<file path="src/rtl/isc_pkg.sv">
package isc_pkg;
  localparam int STATE_W = 3;

  typedef enum logic [STATE_W-1:0] {
    ST_RUN    = 3'd0,
    ST_HALT   = 3'd1,
    ST_EHALT  = 3'd2,
    ST_STPGNT = 3'd3,
    ST_SNOOP  = 3'd4,
    ST_ESNOOP = 3'd5
  } pstate_e;

  function automatic logic is_snoop(pstate_e s);
    return (s == ST_SNOOP) || (s == ST_ESNOOP);
  endfunction

  function automatic logic is_halt(pstate_e s);
    return (s == ST_HALT) || (s == ST_EHALT);
  endfunction
endpackage

</file>
<file path="src/rtl/isc_next.sv">
module isc_next
  import isc_pkg::*;
(
  input  pstate_e cur,
  input  pstate_e ret_q,
  input  logic    pend_q,
  input  logic    halt_req,
  input  logic    stpgnt_req,
  input  logic    ehalt_en,
  input  logic    wake_evt,
  input  logic    snoop_start,
  input  logic    snoop_done,
  output pstate_e nxt,
  output logic    ret_we,
  output logic    pend_we,
  output logic    pend_d
);
  logic idle_src;
  logic owed;

  assign idle_src = is_halt(cur) || (cur == ST_STPGNT);
  assign owed     = (pend_q || wake_evt) && is_halt(ret_q);

  always_comb begin
    nxt     = cur;
    ret_we  = 1'b0;
    pend_we = 1'b0;
    pend_d  = 1'b0;
    if (idle_src && snoop_start) begin
      nxt     = (cur == ST_EHALT) ? ST_ESNOOP : ST_SNOOP;
      ret_we  = 1'b1;
      pend_we = 1'b1;
      pend_d  = wake_evt && is_halt(cur);
    end else begin
      case (cur)
        ST_RUN: begin
          if (stpgnt_req)    nxt = ST_STPGNT;
          else if (halt_req) nxt = ehalt_en ? ST_EHALT : ST_HALT;
        end
        ST_HALT, ST_EHALT: begin
          if (wake_evt) nxt = ST_RUN;
        end
        ST_STPGNT: begin
          if (!stpgnt_req) nxt = ST_RUN;
        end
        ST_SNOOP, ST_ESNOOP: begin
          pend_we = 1'b1;
          if (snoop_done) begin
            nxt    = owed ? ST_RUN : ret_q;
            pend_d = 1'b0;
          end else begin
            pend_d = owed;
          end
        end
        default: nxt = ST_RUN;
      endcase
    end
  end
endmodule

</file>
<file path="src/rtl/isc_track.sv">
module isc_track
  import isc_pkg::*;
(
  input  logic    clk,
  input  logic    rst_n,
  input  logic    ret_we,
  input  pstate_e ret_d,
  input  logic    pend_we,
  input  logic    pend_d,
  output pstate_e ret_q,
  output logic    pend_q
);
  always_ff @(posedge clk or negedge rst_n) begin
    if (!rst_n)      ret_q <= ST_HALT;
    else if (ret_we) ret_q <= ret_d;
  end

  always_ff @(posedge clk or negedge rst_n) begin
    if (!rst_n)       pend_q <= 1'b0;
    else if (pend_we) pend_q <= pend_d;
  end
endmodule

</file>
<file path="src/rtl/isc_outdec.sv">
module isc_outdec
  import isc_pkg::*;
(
  input  pstate_e cur,
  output logic    snoop_clk_en,
  output logic    low_op_req
);
  assign snoop_clk_en = is_snoop(cur);
  assign low_op_req   = (cur == ST_EHALT) || (cur == ST_ESNOOP);
endmodule

</file>
<file path="src/rtl/idle_snoop_ctrl.sv">
module idle_snoop_ctrl
  import isc_pkg::*;
(
  input  logic               clk,
  input  logic               rst_n,
  input  logic               halt_req,
  input  logic               stpgnt_req,
  input  logic               ehalt_en,
  input  logic               wake_evt,
  input  logic               snoop_start,
  input  logic               snoop_done,
  output logic [STATE_W-1:0] state_o,
  output logic               snoop_clk_en,
  output logic               low_op_req
);
  pstate_e state_q;
  pstate_e state_d;
  pstate_e ret_q;
  logic    pend_q;
  logic    ret_we;
  logic    pend_we;
  logic    pend_d;

  isc_next u_next (
    .cur         (state_q),
    .ret_q       (ret_q),
    .pend_q      (pend_q),
    .halt_req    (halt_req),
    .stpgnt_req  (stpgnt_req),
    .ehalt_en    (ehalt_en),
    .wake_evt    (wake_evt),
    .snoop_start (snoop_start),
    .snoop_done  (snoop_done),
    .nxt         (state_d),
    .ret_we      (ret_we),
    .pend_we     (pend_we),
    .pend_d      (pend_d)
  );

  isc_track u_track (
    .clk     (clk),
    .rst_n   (rst_n),
    .ret_we  (ret_we),
    .ret_d   (state_q),
    .pend_we (pend_we),
    .pend_d  (pend_d),
    .ret_q   (ret_q),
    .pend_q  (pend_q)
  );

  always_ff @(posedge clk or negedge rst_n) begin
    if (!rst_n) state_q <= ST_RUN;
    else        state_q <= state_d;
  end

  isc_outdec u_out (
    .cur          (state_q),
    .snoop_clk_en (snoop_clk_en),
    .low_op_req   (low_op_req)
  );

  assign state_o = state_q;
endmodule

</file>
<file path="config.mk">
export PLATFORM = sky130hd
export DESIGN_NAME = idle_snoop_ctrl
export DESIGN_NICKNAME = d
export VERILOG_FILES = /design/src/rtl/isc_pkg.sv /design/src/rtl/isc_next.sv /design/src/rtl/isc_track.sv /design/src/rtl/isc_outdec.sv /design/src/rtl/idle_snoop_ctrl.sv
export SDC_FILE = /design/constraint.sdc
export NUM_CORES = 1
export LEC_CHECK = 0
export BUFFER_PORTS_ARGS = -buffer_cell sky130_fd_sc_hd__buf_2
export CAP_MARGIN = 0
export CORE_AREA = 2 2 39 41
export DETAILED_ROUTE_END_ITERATION = 7
export DIE_AREA = 0 0 41 43
export PLACE_DENSITY = 0.59
export SETUP_SLACK_MARGIN = 0.4
export SLEW_MARGIN = 15
export SYNTH_ARGS = -nofsm -noshare
export SYNTH_HDL_FRONTEND = slang
export SYNTH_SLANG_ARGS = --single-unit
</file>
<file path="constraint.sdc">
create_clock -name clk -period 1.6 [get_ports clk]
set_input_delay 0.32 -clock clk [delete_from_list [all_inputs] [get_ports clk]]
set_output_delay 0.32 -clock clk [all_outputs]
set_load 0.005 [all_outputs]
</file>
Yosys cells after proc, flatten, opt, wreduce, memory -nomap -nowiden
Cells that the tools add are included.

Input bits: 8. Output and inout bits: 5. Flip-flop bits (word level): 7. Word-level logic and storage cells: 43.

Mux-type cells: 16. Reduce and logical (&&, ||, !) cells: 13. Equal/unequal tests: 11.

Operator list (number): 2-to-1 mux 3 bit (7); case mux 3 bit (4 select lines) (1); == test 3 x 2 -> 1 bit (second input constant) (3); 2-to-1 mux 1 bit (7); == test 3 x 1 -> 1 bit (second input constant) (2); == test 3 bit (second input constant) (2); logical OR 1 bit (6); != test 3 x 2 -> 1 bit (second input constant) (2); != test 4 x 3 -> 1 bit (second input constant) (1); AND reduction 4 bit (1); OR reduction 2 bit (2); logical AND 1 bit (3); logical NOT 3 bit (1); != test 3 bit (second input constant) (1); 2-to-1 mux 2 bit (1).

Depth between registers and ports, before layout
Gate-level depths: netlist of the first run.

Word-level depth: 7. Depth in mapped cells: 6.

Modules after synthesis
A second synthesis of the first run with hierarchy kept.

Cell total of the unflattened synthesis: 49. Area, all modules: 460.4 sq um.

By module, submodules not included: isc_next (area each 205.2 sq um, instances 1, seq. area each 0.0 sq um, cells an instance 35); isc_track (area each 146.4 sq um, instances 1, seq. area each 101.3 sq um, cells an instance 8); idle_snoop_ctrl (area each 75.1 sq um, instances 1, seq. area each 75.1 sq um, cells an instance 3); isc_outdec (area each 33.8 sq um, instances 1, seq. area each 0.0 sq um, cells an instance 3).

Worst setup path after synthesis of the first run
No wires, ideal clock.

Kind: register -> register. Start: register state_q[0], in the netlist state_o[0]. End: register state_q[0], in the netlist state_o[0]. Period minus slack after synthesis: 1.504 ns. Path buffers: 1. Stages on the path, launching flop included: 7. Arrival time: 1.376 ns. Required time: 1.472 ns. Setup slack: 0.096 ns. Setup time: 0.128 ns. Cell sequence: dfrtp_1 -> buf_6 -> nand2b_1 -> o32a_1 -> o21ai_2 -> a21oi_2 -> mux2_1.

Word-level cells in the longest chain between the ends: 6. Elaborated cells between the ends (all ways): 19.

RTL lines: start: declaration (line idle_snoop_ctrl.sv:16) `pstate_e state_q;`; start signal: assignment (line idle_snoop_ctrl.sv:53) `else state_q <= state_d;`; == test 3 x 1 -> 1 bit / == test 3 x 2 -> 1 bit (equally long branches) (line isc_pkg.sv:18, isc_next.sv:35, isc_next.sv:30); logical OR 1 bit (line isc_pkg.sv:18) `return (s == ST_HALT) || (s == ST_EHALT);`; logical OR 1 bit (line isc_next.sv:21) `assign idle_src = is_halt(cur) || (cur == ST_STPGNT);`; logical AND 1 bit (line isc_next.sv:29) `if (idle_src && snoop_start) begin`; != test 4 x 3 -> 1 bit (no line), or another cell as far along; AND reduction 4 bit (no line).

Parallel ways exist; a longest one is shown, timed or not. A chain may end at the register's enable or synchronous reset.

Final worst setup path of the first run
Start: register state_q[2], in the netlist state_o[2]. End: register state_q[1], in the netlist state_o[1].

Word-level cells in the longest chain between the ends: 6. Elaborated cells between the ends (all ways): 18.

RTL lines (line): == test 3 x 1 -> 1 bit / == test 3 x 2 -> 1 bit (equally long branches) (isc_pkg.sv:18, isc_next.sv:35); logical OR 1 bit (isc_pkg.sv:18); logical OR 1 bit (isc_next.sv:21); logical AND 1 bit (isc_next.sv:29); != test 4 x 3 -> 1 bit (no line), or another cell as far along; AND reduction 4 bit (no line).

Parallel ways exist; a longest one is shown, timed or not.

==> results of run 1 <==
==> flip-flops by register name, summed over array words and instances (netlist names) <==
register and cells:
state_o 3, u_track.ret_q 3, u_track.pend_q 1
==> power breakdown <==
group / total [uW] / switching, uW / internal, uW
clock: 162 / 66.2 / 95.3
combinational: 798 / 341 / 457
sequential: 345 / 78.9 / 266
total: 1300 / 486 / 819
==> cells in the mapped netlist (2+ instances only) <==
cell type	instances
o311ai_0	2
nand2b_1	2
nand2_1	7
o21ai_0	2
nor2_1	3
mux2_1	2
o21ai_2	2
a21oi_1	5
dfrtp_1	6
or3_1	2
==> final timing paths <==
path                                                 to  cells after the start
setup reg to reg                 state_o[1]$_DFFE_PN0P_                      5
hold reg to reg            u_track.ret_q[0]$_DFFE_PN1P_                      2
min in group asynchronous  u_track.ret_q[2]$_DFFE_PN0P_                      2
hold / removal                   state_o[2]$_DFFE_PN0P_                      3
max in group asynchronous  u_track.ret_q[0]$_DFFE_PN1P_                      2
setup / recovery                 state_o[1]$_DFFE_PN0P_                      5
==> metrics by stage <==
stage               setup WS (ns)  utilization  hold slack [ns]
floorplan                  0.0963            -           0.0244
global placement           0.0948        0.386            0.163
detailed placement         0.0783        0.386            0.162
CTS                         0.116        0.452            0.394
global route               0.0723        0.493            0.413
finish                      0.116        0.493            0.403
==> metal layers <==
layer | share of wire | up-vias | global-route usage
met1 | 0.46 | 200 | 0.199
met2 | 0.48 | 9 | 0.197
met5 | 0 | - | 0
met3 | 0.048 | 2 | 0.0314
li1 | - | 226 | -
met4 | 0.0056 | 0 | 0.100
==> timing repair <==
| item | CTS | global route |
|---|---|---|
| buffers inserted | 4 | 2 |
| setup endpoints to repair | 8 | 8 |
| hold buffers | 1 | 0 |
| pin swaps | 5 | 2 |
| gates resized for setup | 9 | 10 |
| endpoints found under the hold margin | 6 | 0 |
==> kinds of logic after synthesis <==
logic type                Yosys count
buffers and inverters               4
and+or+nand+nor                    19
xor gates and xnor gates            2
AOI/OAI and AO/OA                  16
DFF                                 7
muxes                               2
==> cells in the final DEF (no fill, tap or decap) <==
cell type and instances:
buf_2 11, and2_1 1, or3_4 1, dlygate4sd3_1 1, dfstp_2 1, dfrtp_2 2
buf_6 5, nand2_1 7, inv_1 1, o22ai_2 1, mux2_4 2, o32a_1 1
xor2_1 1, xnor2_1 1, a21oi_1 3, clkbuf_4 3, inv_2 1, or3_1 1
o21ai_0 2, nor2b_1 1, dfrtp_1 4, a32o_1 1, o21ai_2 2, a21oi_2 3
nor2_1 3, o31ai_1 1, clkbuf_1 1, nand2b_4 1, nor2b_4 1, nor3_4 1
o311ai_0 2, buf_4 4, nand2b_1 2
==> layout make-up <==
type / instances / area, um2 / share of cell area
well taps: 16 / 20.0 / 0.0294
multi-input cells: 39 / 298 / 0.437
flip-flops and latches: 7 / 179 / 0.262
repair buffers: 21 / 151 / 0.222
clock buffers: 4 / 26.3 / 0.0385
inverters: 2 / 7.51 / 0.0110
==> worst max-delay path, cell delays in order, from the launching register on <==
cell     delay, ns
dfrtp_2       0.43
buf_6         0.13
o32a_1        0.34
o21ai_2       0.07
a21oi_2       0.09
mux2_4        0.30
==> run metrics, run 1 <==
status=finished, final reports clean; minimum clock period=1.48 ns; GPL Wtd Cong=0.711; Setup crit end kind=flip-flop; post-synth top area cell=dfrtp_1; PD cells=1910 nW/um2; post-route ant nets=0; CTS sink cnt=7; leakage power=0.000325 uW; asr flop ratio synth=1.00; Reg clk slew, reported paths=0.05 ns; Post-synth EDFFs=0; FILL cells=130; gr ovfl total=0; compound-gate portion of the synthesized area=0.246; worst path arrival time=1.62 ns; design area=682 um2; DRC viols=0; mux cell area share after synthesis=0.0492; core area=1380 um2; Die Ht=43 um; Critical Path Source Type=flip-flop; nets@finish=82; area share of the largest cell type after synthesis=0.328; worst-margin pin slew=0.353 ns; Slew HR=0.762; Setup Skew=0.00614 ns; # setup viols final=0; die area=1760 um2; HP Start=snoop_done; Starting Density=0.331; Row Count=14; Post-Synth Adder-Cell Area=0; CP max FO=4; initial drt markers=4; Hold Fails Final Rpt=0; dpl hpwl=752 um; CTS Buf Count=3; Yosys cell types=27; GRT Overall Usage=0.146; per-cell routed wire length=12.0 um; Setup CP Type=reg2reg; TritonCTS clock tree=done; global-route wire length before repair=1680 um; Slew Limit Fails=0; largest family of logic cells by synthesized area=compound AO/OA/AOI/OAI gates; DRT Wirelength=1070 um; Peak VDD IR=0.748 mV; top_reg_cell synth=dfrtp_1; syn nets=58; DIE WIDTH=41 um; worst min-delay path class=in2reg; clk_lat worst skew=0.25 ns; Worst R2R Start=state_o[2]$_DFFE_PN0P_; yosys warns=0; Syn Std Cell Area=458 um2; area grow syn2layout=48.9%; initial antenna violation count=0; flop-to-flop setup slack=0.12 ns; n_diodes=0; worst setup path start=state_o[2]$_DFFE_PN0P_; xor/xnor share of the synthesized area=0.0383; Root Driver=clkbuf_4; CP Data Required Time=1.74 ns; I/O Pins=13; DR vias/cell=4.91; Seq/Total Area, Yosys=0.385; H-tree levels=1; TNS Setup=0 ns; vias in the first global route=405; Max Clk Rate=674 MHz; Yosys reg bits=7; Syn Area/Cell=9.16 um2; vias post-DR=437; total power draw=1300 uW; Max-Cap Viols=0; Cells after Synth=50; Max clock buf depth=2; post-route insts no fill=89; crit share post-route=0.928; top cells by area, synth=dfrtp_1 33%, dfstp_2 5.7%, nand2_1 5.7%; Cell Area, Placed=534 um2; placed cells=78; Port Buffers=12; ratio of cells with drive above 1 in the final layout=0.534; Post-Synth Simple-Gate Area=0.224; unrepaired setup endpoints after global routing=true; 1st-pass router iterations=3; largest net degree at the start of global routing=11
Note: power is estimated with default switching activity, not from simulation.
==> run 2: changes to the inputs <==
- PLACE_DENSITY: 0.59 -> 0.61
- clock period: 1.6 -> 1.2 ns (I/O delays scaled with it)
==> run 2 against run 1 <==
The run now ends with negative setup slack left. Clock skew is 0.0040 ns lower. Hold slack worse by 0.059 ns. Clock power is 32% higher. Critical path type unchanged. Largest power group unchanged. Highest routed layer unchanged.
==> run metrics, run 2 (synthesized netlist as in run 1, its figures left out) <==
per-cell routed wire length=13.3 um; minimum clock period=1.47 ns; # setup viols final=9; Setup CP Type=reg2reg; Row Count=14; Max-Cap Viols=0; H-tree levels=1; sequential group share of total power=0.248; initial drt markers=5; CP max FO=7; DRT Wirelength=1310 um; Reg clk slew, reported paths=0.05 ns; fin util=0.563; gr ovfl total=0; global-route wire length before repair=1900 um; unrepaired setup endpoints after global routing=true; Net Sw Power=725 uW; Hold Fails Final Rpt=0; Worst path max stage delay=0.45 ns; clk_lat worst skew=0.25 ns; design area=779 um2; core area=1380 um2; CP Cell Sequence=nand2b_4, o32a_1, o21ai_2, a21oi_2, mux2_4; DIE WIDTH=41 um; hold path depth=3; vias post-DR=487; final setup margin=-0.270 ns; Slew Limit Fails=0; total power draw=1960 uW; leakage power=0.000379 uW; n_diodes=0; initial antenna violation count=0; Max clock buf depth=2; CP max stage cell=dfrtp_2; dpl hpwl=863 um; PD cells=2510 nW/um2; Port Buffers=12; worst-case reg-to-reg path depth=5; die area=1760 um2; ratio of cells with drive above 1 in the final layout=0.614; nets@finish=92; Max Clk Rate=680 MHz; largest net degree at the start of global routing=8; worst-margin pin slew=0.470 ns; Peak VDD IR=1.11 mV; Critical Path Source Type=flip-flop; worst path arrival time=1.61 ns; vias in the first global route=481; Hold Slack=0.345 ns; Setup crit end kind=flip-flop; worst min-delay path class=in2reg; 1st-pass router iterations=3; CP Data Required Time=1.34 ns; Root Driver=clkbuf_4; Clock power frac=0.109; Slew HR=0.683; Cell Area, Placed=646 um2; Gate power share=0.643; status=complete, but fails checks; Starting Density=0.331; crit share post-route=1.23; DRC viols=0; I/O Pins=13; sw frac=0.370; CTS Buf Count=3; commonest cells after routing, fill and taps aside=11 x buf_2, 11 x buf_4, 8 x buf_6; pre-CTS setup slack=-0.269 ns; CTS sink cnt=7; GRT Overall Usage=0.165; DR vias/cell=4.92; Setup Skew=0.00212 ns; Power Internal=1240 uW; post-route ant nets=0; Die Ht=43 um; TritonCTS clock tree=done; failing checks=negative setup slack; area grow syn2layout=70.2%; GPL Wtd Cong=0.766
## run 2: changes by cell type in the layout (fill, tap and decap cells not counted), sizes merged
cell and delta:
buf +10
## run 2: worst paths after layout
| kind | slack [ns] | start | to |
|---|---|---|---|
| setup reg to reg | -0.27 | state_o[1]$_DFFE_PN0P_ | state_o[0]$_DFFE_PN0P_ |
| hold / removal | 0.34 | snoop_done | state_o[2]$_DFFE_PN0P_ |
| max in group asynchronous | 0.60 | rst_n | u_track.ret_q[0]$_DFFE_PN1P_ |
| min in group asynchronous | 0.36 | rst_n | state_o[0]$_DFFE_PN0P_ |
| setup / recovery | -0.27 | state_o[1]$_DFFE_PN0P_ | state_o[0]$_DFFE_PN0P_ |
| hold reg to reg | 0.49 | u_track.ret_q[0]$_DFFE_PN1P_ | u_track.ret_q[0]$_DFFE_PN1P_ |
## run 2: per-layer routing
metal	wire (um)	vias up	track usage
met2	694	7	0.256
met4	7	0	0.100
met5	0	-	0
met3	41	2	0.0471
met1	569	232	0.189
li1	-	246	-
## run 2: final cells by class
cell class                      instances  area [um2]
Clock buffer                            4        26.3
Fill cell                             121         604
Inverter                                2        7.51
Sequential cell                         7         179
Timing Repair Buffer                   31         238
Tap cell                               16        20.0
Multi-Input combinational cell         39         309
## run 2: power by group through the flow
stage | Clock (uW) | Sequential [uW] | Combinational [uW]
final | 214 | 486 | 1260
after global routing | 247 | 498 | 1380
after floorplan | 0 | 449 | 544
after CTS | 224 | 454 | 1100
after detailed placement | 0 | 449 | 928
after global placement | 0 | 445 | 919
## run 2: what timing repair did
item | in CTS | in global routing
hold buffers | 1 | 0
resized for setup | 9 | 10
setup endpoints to repair | 12 | 12
buffers inserted | 2 | 0
endpoints found under the hold margin | 6 | 0
pin swaps | 1 | 5
## run 2: metrics by stage
| step | TNS [ns] | std cells |
|---|---|---|
| after global placement | -0.563 | 92 |
| final | -1.22 | 99 |
| after CTS | -1.09 | 99 |
| after floorplan | -0.605 | 50 |
| after global routing | -1.68 | 99 |
| after detailed placement | -0.607 | 92 |
## run 2: critical path: cells and delay by family, from the launching register on
family	cells	cell delay, ns
compound gates	3	0.42
flops	1	0.45
mux	1	0.32
simple gates	1	0.17
==> run 3: changes to the inputs <==
- PLACE_DENSITY: 0.61 -> 0.59
- clock period: 1.2 -> 1.75 ns (I/O delays scaled with it)
==> run 3 against run 2 <==
The run now ends clean. Non-clock buffer count decreased by 13. Flip-flop and latch count unchanged. Cell count decreased by 13%. Sequential power decreased by 33%. Register-to-register slack improved by 0.56 ns. Core utilization decreased by 11 points. Critical path type unchanged. Worst setup slack improved by 0.56 ns. Via count decreased by 13%. Global-route usage decreased by 3.1 points. Largest cell class unchanged. Cell area decreased by 20%.
==> run metrics, run 3 (synthesized netlist as in run 1, its figures left out) <==
Net Sw Power=402 uW; TritonCTS clock tree=done; Gate power share=0.540; commonest cells after routing, fill and taps aside=12 x buf_2, 7 x nand2_1, 4 x a21oi_1, 4 x buf_4, 4 x dfrtp_1; Starting Density=0.331; Port Buffers=12; post-route ant nets=0; Max-Cap Viols=0; clk_lat worst skew=0.26 ns; worst path arrival time=1.60 ns; dpl hpwl=752 um; Hold Fails Final Rpt=0; FILL cells=135; global-route wire length before repair=1530 um; H-tree levels=1; Power Internal=635 uW; gr ovfl total=0; n_diodes=0; Root Driver=clkbuf_4; most common cell after layout, fill and taps aside=buf_2; Peak VDD IR=0.599 mV; # setup viols final=0; leakage power=0.000290 uW; CP max FO=7; crit share post-route=0.837; DRC viols=0; status=finished, final reports clean; CTS Buf Count=3; area grow syn2layout=35.8%; Slew HR=0.763; initial antenna violation count=0; Critical Path Source Type=flip-flop; sw frac=0.388; CP Data Required Time=1.89 ns; sequential group share of total power=0.315; TNS Setup=0 ns; Setup CP Type=reg2reg; Max clock buf depth=2; DRT Wirelength=988 um; minimum clock period=1.46 ns; per-cell routed wire length=11.5 um; CTS sink cnt=7; Reg clk slew, reported paths=0.06 ns; unrepaired setup endpoints after global routing=true; I/O Pins=13; Clock power frac=0.145; worst-margin pin slew=0.351 ns; GPL Wtd Cong=0.711; 1st-pass router iterations=4; Max Clk Rate=683 MHz; Row Count=14; ratio of cells with drive above 1 in the final layout=0.457; total power draw=1040 uW; Setup crit end kind=flip-flop; largest net degree at the start of global routing=8; initial drt markers=5; die area=1760 um2; core area=1380 um2; DR vias/cell=4.94; vias in the first global route=386; nets@finish=79; Die Ht=43 um; PD cells=1670 nW/um2; vias post-DR=425; Slew Limit Fails=0; Setup Skew=0.00824 ns; GRT Overall Usage=0.134; DIE WIDTH=41 um; worst min-delay path class=in2reg
-- run 3: critical path, stage by stage, from the launching register on --
cell and delay [ns]:
dfrtp_2 0.44, or3_4 0.41, nor3_4 0.12, a21oi_2 0.06
mux2_1 0.31
-- run 3: cell type report --
class	instances	area, um2	share of cell area
inverter	2	10.0	0.0161
clock buffer	4	26.3	0.0423
sequential	7	179	0.288
tap	16	20.0	0.0322
timing repair buffer	18	111	0.179
multi-input combinational	39	275	0.443
-- run 3: stage by stage --
stage	instances	setup slack (ns)	util	area [um2]	hold slack (ns)
final	86	0.285	0.449	622	0.427
after global routing	86	0.246	0.449	622	0.440
after CTS	85	0.275	0.430	596	0.424
after detailed placement	78	0.228	0.386	534	0.192
after global placement	78	0.245	0.386	534	0.193
after floorplan	50	0.246	-	458	0.0544
-- run 3: final timing paths --
path	from	to	slack, ns	cells past startpoint
min in group asynchronous	rst_n	u_track.ret_q[2]$_DFFE_PN0P_	0.45	2
min	snoop_done	state_o[2]$_DFFE_PN0P_	0.43	3
min reg2reg	u_track.ret_q[0]$_DFFE_PN1P_	u_track.ret_q[0]$_DFFE_PN1P_	0.48	2
max	state_o[1]$_DFFE_PN0P_	state_o[1]$_DFFE_PN0P_	0.29	4
max reg2reg	state_o[1]$_DFFE_PN0P_	state_o[1]$_DFFE_PN0P_	0.29	4
max in group asynchronous	rst_n	u_track.ret_q[0]$_DFFE_PN1P_	1.06	2
-- run 3: repair_timing --
action                     CTS  global route
pin swaps                    0             1
gates resized for setup      4             6
setup endpoints to repair    4             5
hold buffers                 1             0
hold endpoints to repair     6             0
setup buffers                2             1
-- run 3: power groups by stage --
stage	sequential [uW]	combinational, uW	clock, uW
6_report	327	560	150
5_1_grt	339	619	165
4_1_cts	320	520	156
3_5_place_dp	329	464	0
3_3_place_gp	330	458	0
2_1_floorplan	303	370	0
-- run 3: routing by layer --
layer / GRT usage / part of all wire
met5: 0 / 0
met4: 0.100 / 0.0061
met3: 0.0314 / 0.053
met2: 0.188 / 0.49
met1: 0.170 / 0.45
